**src/rtl/tagged_tlb_pkg.sv**
```systemverilog
package tagged_tlb_pkg;

  typedef enum logic [1:0] {
    PG_4K = 2'b00,
    PG_2M = 2'b01,
    PG_1G = 2'b10
  } pg_size_e;

  typedef enum logic [1:0] {
    MT_NOP  = 2'b00,
    MT_PAGE = 2'b01,
    MT_CTX  = 2'b10,
    MT_ALL  = 2'b11
  } mt_cmd_e;

  localparam int BASE_OFS = 12;

  // number of untranslated low address bits for a size code
  function automatic int ofs_bits(input logic [1:0] sz);
    case (sz)
      2'b00:   return 12;
      2'b01:   return 21;
      default: return 30;
    endcase
  endfunction

endpackage

```
**src/rtl/tlb_tag_cmp.sv**
```systemverilog
module tlb_tag_cmp
  import tagged_tlb_pkg::*;
#(
  parameter int VPN_W = 36,
  parameter int TAG_W = 12
) (
  input  logic             e_valid,
  input  logic             e_global,
  input  logic [1:0]       e_size,
  input  logic [VPN_W-1:0] e_vpn,
  input  logic [TAG_W-1:0] e_asid,
  input  logic [VPN_W-1:0] q_vpn,
  input  logic [TAG_W-1:0] q_asid,
  input  logic             any_tag,
  output logic             hit
);

  function automatic logic [VPN_W-1:0] keep_mask(input logic [1:0] sz);
    int s;
    s = ofs_bits(sz) - BASE_OFS;
    return ~((VPN_W'(1) << s) - VPN_W'(1));
  endfunction

  logic tag_ok;
  logic page_ok;

  assign tag_ok  = any_tag || e_global || (e_asid == q_asid);
  assign page_ok = ((e_vpn ^ q_vpn) & keep_mask(e_size)) == '0;
  assign hit     = e_valid && tag_ok && page_ok;

endmodule

```
**src/rtl/tlb_low_pick.sv**
```systemverilog
module tlb_low_pick #(
  parameter int N     = 16,
  parameter int IDX_W = $clog2(N)
) (
  input  logic [N-1:0]     req,
  output logic [N-1:0]     onehot,
  output logic [IDX_W-1:0] idx,
  output logic             any
);

  always_comb begin
    onehot = '0;
    idx    = '0;
    for (int i = N - 1; i >= 0; i--) begin
      if (req[i]) begin
        onehot    = '0;
        onehot[i] = 1'b1;
        idx       = IDX_W'(i);
      end
    end
  end

  assign any = |req;

endmodule

```
**src/rtl/tlb_rr_ptr.sv**
```systemverilog
module tlb_rr_ptr #(
  parameter int N     = 16,
  parameter int IDX_W = $clog2(N)
) (
  input  logic             clk,
  input  logic             rst_n,
  input  logic             adv,
  output logic [IDX_W-1:0] ptr
);

  localparam logic [IDX_W-1:0] LAST = IDX_W'(N - 1);

  always_ff @(posedge clk or negedge rst_n) begin
    if (!rst_n)   ptr <= '0;
    else if (adv) ptr <= (ptr == LAST) ? '0 : ptr + 1'b1;
  end

endmodule

```
**src/rtl/tagged_tlb.sv**
```systemverilog
module tagged_tlb
  import tagged_tlb_pkg::*;
#(
  parameter int ENTRIES = 16,
  parameter int VA_W    = 48,
  parameter int PA_W    = 52,
  parameter int TAG_W   = 12,
  parameter int PERM_W  = 4
) (
  input  logic              clk,
  input  logic              rst_n,
  input  logic              lk_valid,
  input  logic [TAG_W-1:0]  lk_asid,
  input  logic [VA_W-1:0]   lk_va,
  output logic              lk_hit,
  output logic              lk_miss,
  output logic [PA_W-1:0]   lk_pa,
  output logic [PERM_W-1:0] lk_perm,
  output logic [1:0]        lk_size,
  output logic              lk_global,
  input  logic              fl_valid,
  input  logic [TAG_W-1:0]  fl_asid,
  input  logic [VA_W-13:0]  fl_vpn,
  input  logic [PA_W-13:0]  fl_pfn,
  input  logic [PERM_W-1:0] fl_perm,
  input  logic [1:0]        fl_size,
  input  logic              fl_global,
  input  logic              mt_valid,
  input  logic [1:0]        mt_cmd,
  input  logic [VA_W-1:0]   mt_va
);

  localparam int VPN_W = VA_W - BASE_OFS;
  localparam int PFN_W = PA_W - BASE_OFS;
  localparam int IDX_W = $clog2(ENTRIES);

  // entry storage
  logic [ENTRIES-1:0] valid_q;
  logic [ENTRIES-1:0] glob_q;
  logic [VPN_W-1:0]   vpn_q  [ENTRIES];
  logic [TAG_W-1:0]   asid_q [ENTRIES];
  logic [PFN_W-1:0]   pfn_q  [ENTRIES];
  logic [PERM_W-1:0]  perm_q [ENTRIES];
  logic [1:0]         size_q [ENTRIES];

  // named internal events
  logic [ENTRIES-1:0] lk_raw, lk_req, lk_sel;
  logic [ENTRIES-1:0] mt_cover, kill_vec;
  logic [ENTRIES-1:0] fl_cmp, fl_same, fl_sel;
  logic [IDX_W-1:0]   lk_idx, fl_idx, rr_ptr, wr_idx;
  logic               lk_any, fl_hit_any, rr_adv;

  // frame bits above the page offset, address bits below it
  function automatic logic [PA_W-1:0] make_pa(input logic [PFN_W-1:0] pfn,
                                              input logic [VA_W-1:0]  va,
                                              input logic [1:0]       sz);
    logic [PA_W-1:0] low;
    low = (PA_W'(1) << ofs_bits(sz)) - PA_W'(1);
    return ({pfn, {BASE_OFS{1'b0}}} & ~low) | (PA_W'(va) & low);
  endfunction

  for (genvar i = 0; i < ENTRIES; i++) begin : g_cmp
    tlb_tag_cmp #(.VPN_W(VPN_W), .TAG_W(TAG_W)) u_lk (
      .e_valid(valid_q[i]), .e_global(glob_q[i]), .e_size(size_q[i]),
      .e_vpn(vpn_q[i]), .e_asid(asid_q[i]),
      .q_vpn(lk_va[VA_W-1:BASE_OFS]), .q_asid(lk_asid), .any_tag(1'b0),
      .hit(lk_raw[i]));
    tlb_tag_cmp #(.VPN_W(VPN_W), .TAG_W(TAG_W)) u_mt (
      .e_valid(valid_q[i]), .e_global(glob_q[i]), .e_size(size_q[i]),
      .e_vpn(vpn_q[i]), .e_asid(asid_q[i]),
      .q_vpn(mt_va[VA_W-1:BASE_OFS]), .q_asid(lk_asid), .any_tag(1'b1),
      .hit(mt_cover[i]));
    tlb_tag_cmp #(.VPN_W(VPN_W), .TAG_W(TAG_W)) u_fl (
      .e_valid(valid_q[i]), .e_global(glob_q[i]), .e_size(size_q[i]),
      .e_vpn(vpn_q[i]), .e_asid(asid_q[i]),
      .q_vpn(fl_vpn), .q_asid(fl_asid), .any_tag(1'b0),
      .hit(fl_cmp[i]));
    assign fl_same[i] = fl_cmp[i] && (size_q[i] == fl_size) && (glob_q[i] == fl_global);
  end

  // maintenance removals, applied ahead of the same-cycle lookup
  always_comb begin
    kill_vec = '0;
    if (mt_valid) begin
      case (mt_cmd)
        MT_PAGE: kill_vec = mt_cover;
        MT_CTX:  kill_vec = valid_q & ~glob_q;
        MT_ALL:  kill_vec = '1;
        default: kill_vec = '0;
      endcase
    end
  end

  assign lk_req = lk_valid ? (lk_raw & ~kill_vec) : '0;

  tlb_low_pick #(.N(ENTRIES), .IDX_W(IDX_W)) u_lk_pick (
    .req(lk_req), .onehot(lk_sel), .idx(lk_idx), .any(lk_any));

  tlb_low_pick #(.N(ENTRIES), .IDX_W(IDX_W)) u_fl_pick (
    .req(fl_same), .onehot(fl_sel), .idx(fl_idx), .any(fl_hit_any));

  assign rr_adv = fl_valid && !fl_hit_any;
  assign wr_idx = fl_hit_any ? fl_idx : rr_ptr;

  tlb_rr_ptr #(.N(ENTRIES), .IDX_W(IDX_W)) u_rr (
    .clk(clk), .rst_n(rst_n), .adv(rr_adv), .ptr(rr_ptr));

  assign lk_hit    = lk_any;
  assign lk_miss   = lk_valid && !lk_any;
  assign lk_pa     = lk_any ? make_pa(pfn_q[lk_idx], lk_va, size_q[lk_idx]) : '0;
  assign lk_perm   = lk_any ? perm_q[lk_idx] : '0;
  assign lk_size   = lk_any ? size_q[lk_idx] : 2'b00;
  assign lk_global = lk_any && glob_q[lk_idx];

  always_ff @(posedge clk or negedge rst_n) begin
    if (!rst_n) begin
      valid_q <= '0;
    end else begin
      valid_q <= valid_q & ~kill_vec;
      if (fl_valid) valid_q[wr_idx] <= 1'b1;
    end
  end

  always_ff @(posedge clk) begin
    if (fl_valid) begin
      glob_q[wr_idx] <= fl_global;
      vpn_q[wr_idx]  <= fl_vpn;
      asid_q[wr_idx] <= fl_asid;
      pfn_q[wr_idx]  <= fl_pfn;
      perm_q[wr_idx] <= fl_perm;
      size_q[wr_idx] <= fl_size;
    end
  end

endmodule

```
**config.mk**
```make
export PLATFORM = sky130hd
export DESIGN_NAME = tagged_tlb
export DESIGN_NICKNAME = d
export VERILOG_FILES = /design/src/rtl/tagged_tlb_pkg.sv /design/src/rtl/tlb_tag_cmp.sv /design/src/rtl/tlb_low_pick.sv /design/src/rtl/tlb_rr_ptr.sv /design/src/rtl/tagged_tlb.sv
export SDC_FILE = /design/constraint.sdc
export NUM_CORES = 2
export LEC_CHECK = 0
export CORE_MARGIN = 2
export CORE_UTILIZATION = 50
export DETAILED_ROUTE_END_ITERATION = 8
export PLACE_DENSITY_LB_ADDON = 0.3
export SYNTH_ARGS = -nofsm -noshare
export SYNTH_HDL_FRONTEND = slang
export SYNTH_HIERARCHICAL = 1
export SYNTH_SLANG_ARGS = --single-unit
export TNS_END_PERCENT = 30
```
**constraint.sdc**
```tcl
create_clock -name clk -period 9.65 [get_ports clk]
set_clock_uncertainty 0.1 [all_clocks]
set_input_delay 1.93 -clock clk [delete_from_list [all_inputs] [get_ports clk]]
set_output_delay 1.93 -clock clk [all_outputs]
set_load 0.01 [all_outputs]
```
; After elaboration in Yosys (flattened, before gate mapping)
; Memory sizes are Yosys's and may differ from the RTL's.
; Cells that the tools add are included.
[op_classes]
add_sub_neg = 34
n_lt_le_gt_ge = 3
eq_ne = 85
shifts = 17
n_mux = 65
bitwise_logic = 122
reduce_logical = 217
[op_table]
columns = op, count
row1 = bitwise AND 36 bit, 48
row2 = zero test 36 bit, 48
row3 = XOR 36 bit, 48
row4 = inverter 36 bit, 16
row5 = "left shift 1 x 32 -> 36 bit, first input constant", 16
row6 = "subtractor 36 x 2 -> 36 bit, second input constant", 16
row7 = equality test 12 bit, 32
row8 = case mux 5 bit (2 select lines), 17
row9 = two-way mux 4 bit, 35
row10 = "subtractor 32 x 5 -> 32 bit, second input constant", 4
row11 = logical AND 1 bit, 116
row12 = "subtractor 5 x 4 -> 6 bit, second input constant", 12
row13 = bitwise AND 48 x 52 -> 52 bit, 1
row14 = bitwise AND 52 bit, 1
row15 = two-way mux 52 bit, 1
row16 = inverter 52 bit, 1
row17 = OR 52 bit, 1
row18 = "left shift 1 x 32 -> 52 bit, first input constant", 1
row19 = "subtractor 52 x 2 -> 52 bit, second input constant", 1
row20 = bitwise AND 16 bit, 3
row21 = two-way mux 16 bit, 3
row22 = case mux 16 bit (3 select lines), 1
row23 = "equality test 2 x 1 -> 1 bit, second input constant", 18
row24 = zero test 2 bit, 17
row25 = other kinds (17), 86
[totals]
reg_bits = 36
ramBits = 1504
out_inout_bits = 61
elab_cells = 551
memories = 5
[memory_table]
columns = name, depth, width, rd, rd_clocked_by_memory_dff, wr, line_no
row1 = pfn_q, 16, 40, 1, 0, 1, tagged_tlb.sv:42  ; logic [PFN_W-1:0] pfn_q [ENTRIES];
row2 = vpn_q, 16, 36, 16, 0, 1, tagged_tlb.sv:40  ; logic [VPN_W-1:0] vpn_q [ENTRIES];
row3 = asid_q, 16, 12, 16, 0, 1, tagged_tlb.sv:41  ; logic [TAG_W-1:0] asid_q [ENTRIES];
row4 = perm_q, 16, 4, 1, 0, 1, tagged_tlb.sv:43  ; logic [PERM_W-1:0] perm_q [ENTRIES];
row5 = size_q, 16, 2, 17, 0, 1, tagged_tlb.sv:44  ; logic [1:0] size_q [ENTRIES];

; Logic depth before layout (Yosys ltp)
; An unclocked memory read counts as a cell.
[logic_depth]
ltp_word = 40
depth_mapped = 25
mapped_depth_nobuf = 21

; Hierarchy
; Netlist, hierarchy kept.
[modules_own_cells]
columns = mod, n_inst, cells_per_inst, area_each_um2
row1 = tagged_tlb, 1, 2189, 53662.7
row2 = tlb_tag_cmp, 48, 71, 578.1
row3 = tlb_low_pick, 2, 48, 325.3
row4 = tlb_rr_ptr, 1, 17, 180.2

; Worst setup path before layout
; OpenSTA, ideal clock, no wires.
[synth_path]
kind = in2reg
start = input fl_size[1]
end = memory asid_q[2][0], enable pin
setup_time_ns = 0.551
arrival_time_ns = 8.685
required_ns = 8.999
slack_ns = 0.313
path_stages = 14
path_buffers = 3
cell_sequence = clkbuf_1 clkbuf_1 xnor2_1 nand2_1 nor3_1 nor4_4 and3_4 and2_4 nand2_1 clkbuf_1 nand3b_1 o31ai_1 nand2_1 nor2_1
[synth_between]
word_cells_on_any_way = 66
classes_between = eq/ne: 16 / mux: 17 / reduce/logical: 33
[synth_lines]
columns = item, line_no
row1 = "start, declared", tagged_tlb.sv:26  ; input logic [1:0] fl_size,
row2 = equality test 2 bit, tagged_tlb.sv:78  ; assign fl_same[i] = fl_cmp[i] && (size_q[i] == fl_size) && (glob_q[i] == fl_global);
row3 = logical AND 1 bit (2 in series), tagged_tlb.sv:78
row4 = named net fl_same[0], tagged_tlb.sv:49  ; logic [ENTRIES-1:0] fl_cmp, fl_same, fl_sel;
row5 = OR reduction 16 bit, tlb_low_pick.sv:23  ; assign any = |req;
row6 = named net fl_hit_any, tagged_tlb.sv:51  ; logic lk_any, fl_hit_any, rr_adv;
row7 = two-way mux 4 bit, tagged_tlb.sv:103  ; assign wr_idx = fl_hit_any ? fl_idx : rr_ptr;
row8 = "end, declared", tagged_tlb.sv:41
; The timed path passes the listed nets, and every way through them passes these cells.

; Worst setup path after layout
[layout_path]
start = input lk_va[29]
end = output lk_pa[30]
[layout_between]
word_cells_on_any_way = 95
classes_between = add/sub: 1 / eq/ne: 1 / shift: 1 / mux: 19 / bitwise: 37 / reduce/logical: 34 / memory: 2
[layout_lines]
columns = item, line_no
row1 = "start, declared", tagged_tlb.sv:14  ; input logic [VA_W-1:0] lk_va,
row2 = XOR 36 bit (*), tlb_tag_cmp.sv:28  ; assign page_ok = ((e_vpn ^ q_vpn) & keep_mask(e_size)) == '0;
row3 = bitwise AND 36 bit (*), tlb_tag_cmp.sv:28
row4 = zero test 36 bit (*), tlb_tag_cmp.sv:28
row5 = logical AND 1 bit (*), tlb_tag_cmp.sv:29  ; assign hit = e_valid && tag_ok && page_ok;
row6 = named net lk_raw[10], tagged_tlb.sv:47  ; logic [ENTRIES-1:0] lk_raw, lk_req, lk_sel;
row7 = bitwise AND 16 bit (*), tagged_tlb.sv:94  ; assign lk_req = lk_valid ? (lk_raw & ~kill_vec) : '0;
row8 = two-way mux 16 bit (*), tagged_tlb.sv:94
row9 = named net lk_req[10], tagged_tlb.sv:47
row10 = [11 not listed], n/a
row11 = named net lk_idx[2], tagged_tlb.sv:50  ; logic [IDX_W-1:0] lk_idx, fl_idx, rr_ptr, wr_idx;
row12 = [1 not listed], n/a
row13 = equality test 2 x 1 -> 1 bit or zero test 2 bit (tied branches), tagged_tlb_pkg.sv:20  ; case (sz)
row14 = case mux 5 bit (2 select lines), tagged_tlb_pkg.sv:20
row15 = left shift 1 x 32 -> 52 bit, tagged_tlb.sv:58  ; low = (PA_W'(1) << ofs_bits(sz)) - PA_W'(1);
row16 = subtractor 52 x 2 -> 52 bit, tagged_tlb.sv:58
row17 = inverter 52 bit, tagged_tlb.sv:59  ; return ({pfn, {BASE_OFS{1'b0}}} & ~low) | (PA_W'(va) & low);
row18 = bitwise AND 52 bit, tagged_tlb.sv:59
row19 = OR 52 bit (*), tagged_tlb.sv:59
row20 = two-way mux 52 bit (*), tagged_tlb.sv:110  ; assign lk_pa = lk_any ? make_pa(pfn_q[lk_idx], lk_va, size_q[lk_idx]) : '0;
row21 = "end, declared", tagged_tlb.sv:17  ; output logic [PA_W-1:0] lk_pa,
; The timed path passes the listed nets; every way through them passes the cells marked *.

==> key figures <==
STA
  – RSZ-0062 raised after global routing: true
  – Slew @ Worst Pin: 1.32 ns
  – Final worst path period need: 9.76 ns
  – Slew Limit Fails: 0
  – Final Cycle Share: 1.01
  – Final setup violating endpoints: 2
  – Worst setup margin: -0.107 ns
  – Fmax: 102 MHz
  – Max-slew headroom: 0.111
  – Final Hold Viols: 0

Global routing
  – Largest net degree at the start of global routing: 69
  – Vias in the first global route: 53900
  – Initial antenna violation count: 18
  – First-pass GRT wire length: 380000 µm
  – Total gr overflow: 0
  – Overall Global Routing Usage: 0.314

Placed design
  – Post-DP Area: 93800 µm²
  – PortBufs: 258
  – DP HPWL: 185000 µm
  – RePlAce Congestion: 1.05

Die
  – Die X-Extent: 409 µm
  – I/O Pins: 271
  – Core area: 163000 µm²
  – Initial Utilization: 0.504
  – DIE AREA: 167000 µm²
  – Die height: 409 µm
  – Core Rows: 148

Finish
  – Fin nets: 7045
  – Multi-input logic area: 36700 µm²
  – Post-Route Utilization: 0.621
  – Final instance area: 101000 µm²
  – Area grow syn2layout: 23.3%
  – Seq. cell area: 46100 µm²
  – Filler cell count: 11900
  – Share of layout cells above drive strength 1: 0.220

Critical path
  – Most used cell, CP: buf_4
  – Critical Path Max Stage Delay: 0.63 ns
  – WS Path Type: in2out
  – WP data required: 7.62 ns
  – CP Capture Type: output port
  – Slowest stage cell on the critical path: nor4_1
  – Startpoint types: primary input
  – Critical-path maximum fanout: 11
  – Worst Path Arrival: 7.73 ns

Clock network
  – TritonCTS clock tree: built
  – CTS buffer count: 164
  – Clock Pin Slew Worst Setup and Hold Paths: 0.07 ns
  – CTS root buf: clkbuf_16
  – Worst-Skew Late Latency: 0.84 ns
  – CTS H-tree depth: 4
  – Clk buf depth: 3
  – Clk sinks: 1540
  – Hold_buf cts: 0

Synth
  – Synth warn: 6
  – Syn avg cell area: 14.4 µm²
  – Mapped Area: 82000 µm²
  – Syn Inst Count: 5676

Pwr
  – Leakage: 0.0329 µW
  – Power, Total: 17500 µW
  – Pwr Density: 174 nW/µm²
  – Peak VDD IR: 0.000187 V

Hold path
  – HP Class: reg2reg

Detailed routing
  – TritonRoute pass-1 iters: 6
  – Detailed-route DRC error count: 0
  – Vias per Instance: 5.99
  – Routed Antenna Nets: 0
  – First DRT Iteration DRCs: 6581
  – DR WL/cell: 29.3 µm
  – Via count: 54500
  – WL final: 267000 µm

Run status
  – Outcome: finished, violations left
  – Failing checks: setup timing

Run
  – MaxCap Viol Count: 0
==> where the power goes <==
part	leakage [µW]	internal [µW]	switching (µW)
Clock	0.00270	3760	2760
Sequential	0.0140	7940	427
Combinational	0.0162	1130	1530
==> sequential cells by signal, summed over array words and instances, names as in the netlist <==
| register | cells |
|---|---|
| asid_q | 192 |
| glob_q | 16 |
| perm_q | 64 |
| pfn_q | 640 |
| size_q | 32 |
| u_rr/ptr | 4 |
| valid_q | 16 |
| vpn_q | 576 |
==> metrics by stage <==
step	hold slack, ns	TNS, ns	cells	worst slack, ns
after detailed placement	0.464	-20.97	8734	-0.762
after global placement	0.453	-20.17	8734	-0.696
after floorplan	0.414	0	5722	0.527
after global routing	0.540	-0.349	9100	-0.179
after CTS	0.474	-0.157	9067	-0.0536
final	0.484	-0.114	9102	-0.107
==> timing repair <==
action,4_1_cts,5_1_grt
gates cloned,6,3
buffers inserted,23,27
pin swaps,19,60
endpoints found under the setup margin,45,45
gates resized for setup,119,162
==> path summary, 6_finish.rpt <==
check | startpoint | end | slack [ns] | cells after the start
worst max-delay path | lk_va[29] | lk_pa[30] | -0.11 | 26
worst min-delay path | u_rr/ptr[3]$_DFFE_PN0P_ | u_rr/ptr[3]$_DFFE_PN0P_ | 0.48 | 1
worst max register to register | size_q[15][1]$_DFFE_PP_ | asid_q[1][6]$_DFFE_PP_ | 3.35 | 17
worst min register to register | u_rr/ptr[3]$_DFFE_PN0P_ | u_rr/ptr[3]$_DFFE_PN0P_ | 0.48 | 1
max in group asynchronous | rst_n | valid_q[10]$_DFF_PN0_ | 7.86 | 1
min in group asynchronous | rst_n | valid_q[6]$_DFF_PN0_ | 1.09 | 1
==> placed cells by master (no fill, tap or decap), drive strengths merged, types with 18 or more instances in the layout <==
master / n
xnor2: 1505
a21oi: 53
nor3: 124
buf: 751
dlygate4sd2: 18
clkbuf: 193
edfxtp: 1520
clkinv: 82
dlymetal6s2s: 31
clkdlybuf4s50: 157
a2111oi: 48
nand2b: 49
or2: 48
nand3: 102
nor4: 246
nand4: 337
nor2: 36
xor2: 848
and2: 42
o21ai: 95
o22ai: 52
bufinv: 22
a22o: 26
nand2: 74
dfrtp: 20
mux4: 223
conb: 48
ha: 51
==> layer usage <==
layer | up-vias | share of wire | global-route usage
met2 | 2732 | 0.46 | 0.484
li1 | 23600 | - | -
met3 | 459 | 0.095 | 0.0613
met4 | 12 | 0.049 | 0.143
met5 | - | 0.00027 | 0
met1 | 27700 | 0.40 | 0.430
==> worst max-delay path, delay by kind of cell <==
family | cells | cell delay (ns)
buf+inv | 9 | 1.99
simple gates | 7 | 1.61
compound gates | 5 | 1.01
mux | 3 | 0.74
fa+ha+maj | 1 | 0.25
xor+xnor | 1 | 0.16
==> cell type report <==
cell class | count | share of cell area
inverter | 9 | 0.000334
multi-input combinational | 4096 | 0.363
tap | 2175 | 0.0269
clock inverter | 117 | 0.0133
timing repair buffer | 973 | 0.0983
clock buffer | 187 | 0.0418
sequential | 1540 | 0.457
antenna | 5 | 0.000124
Power figures use the tool's default switching activity.
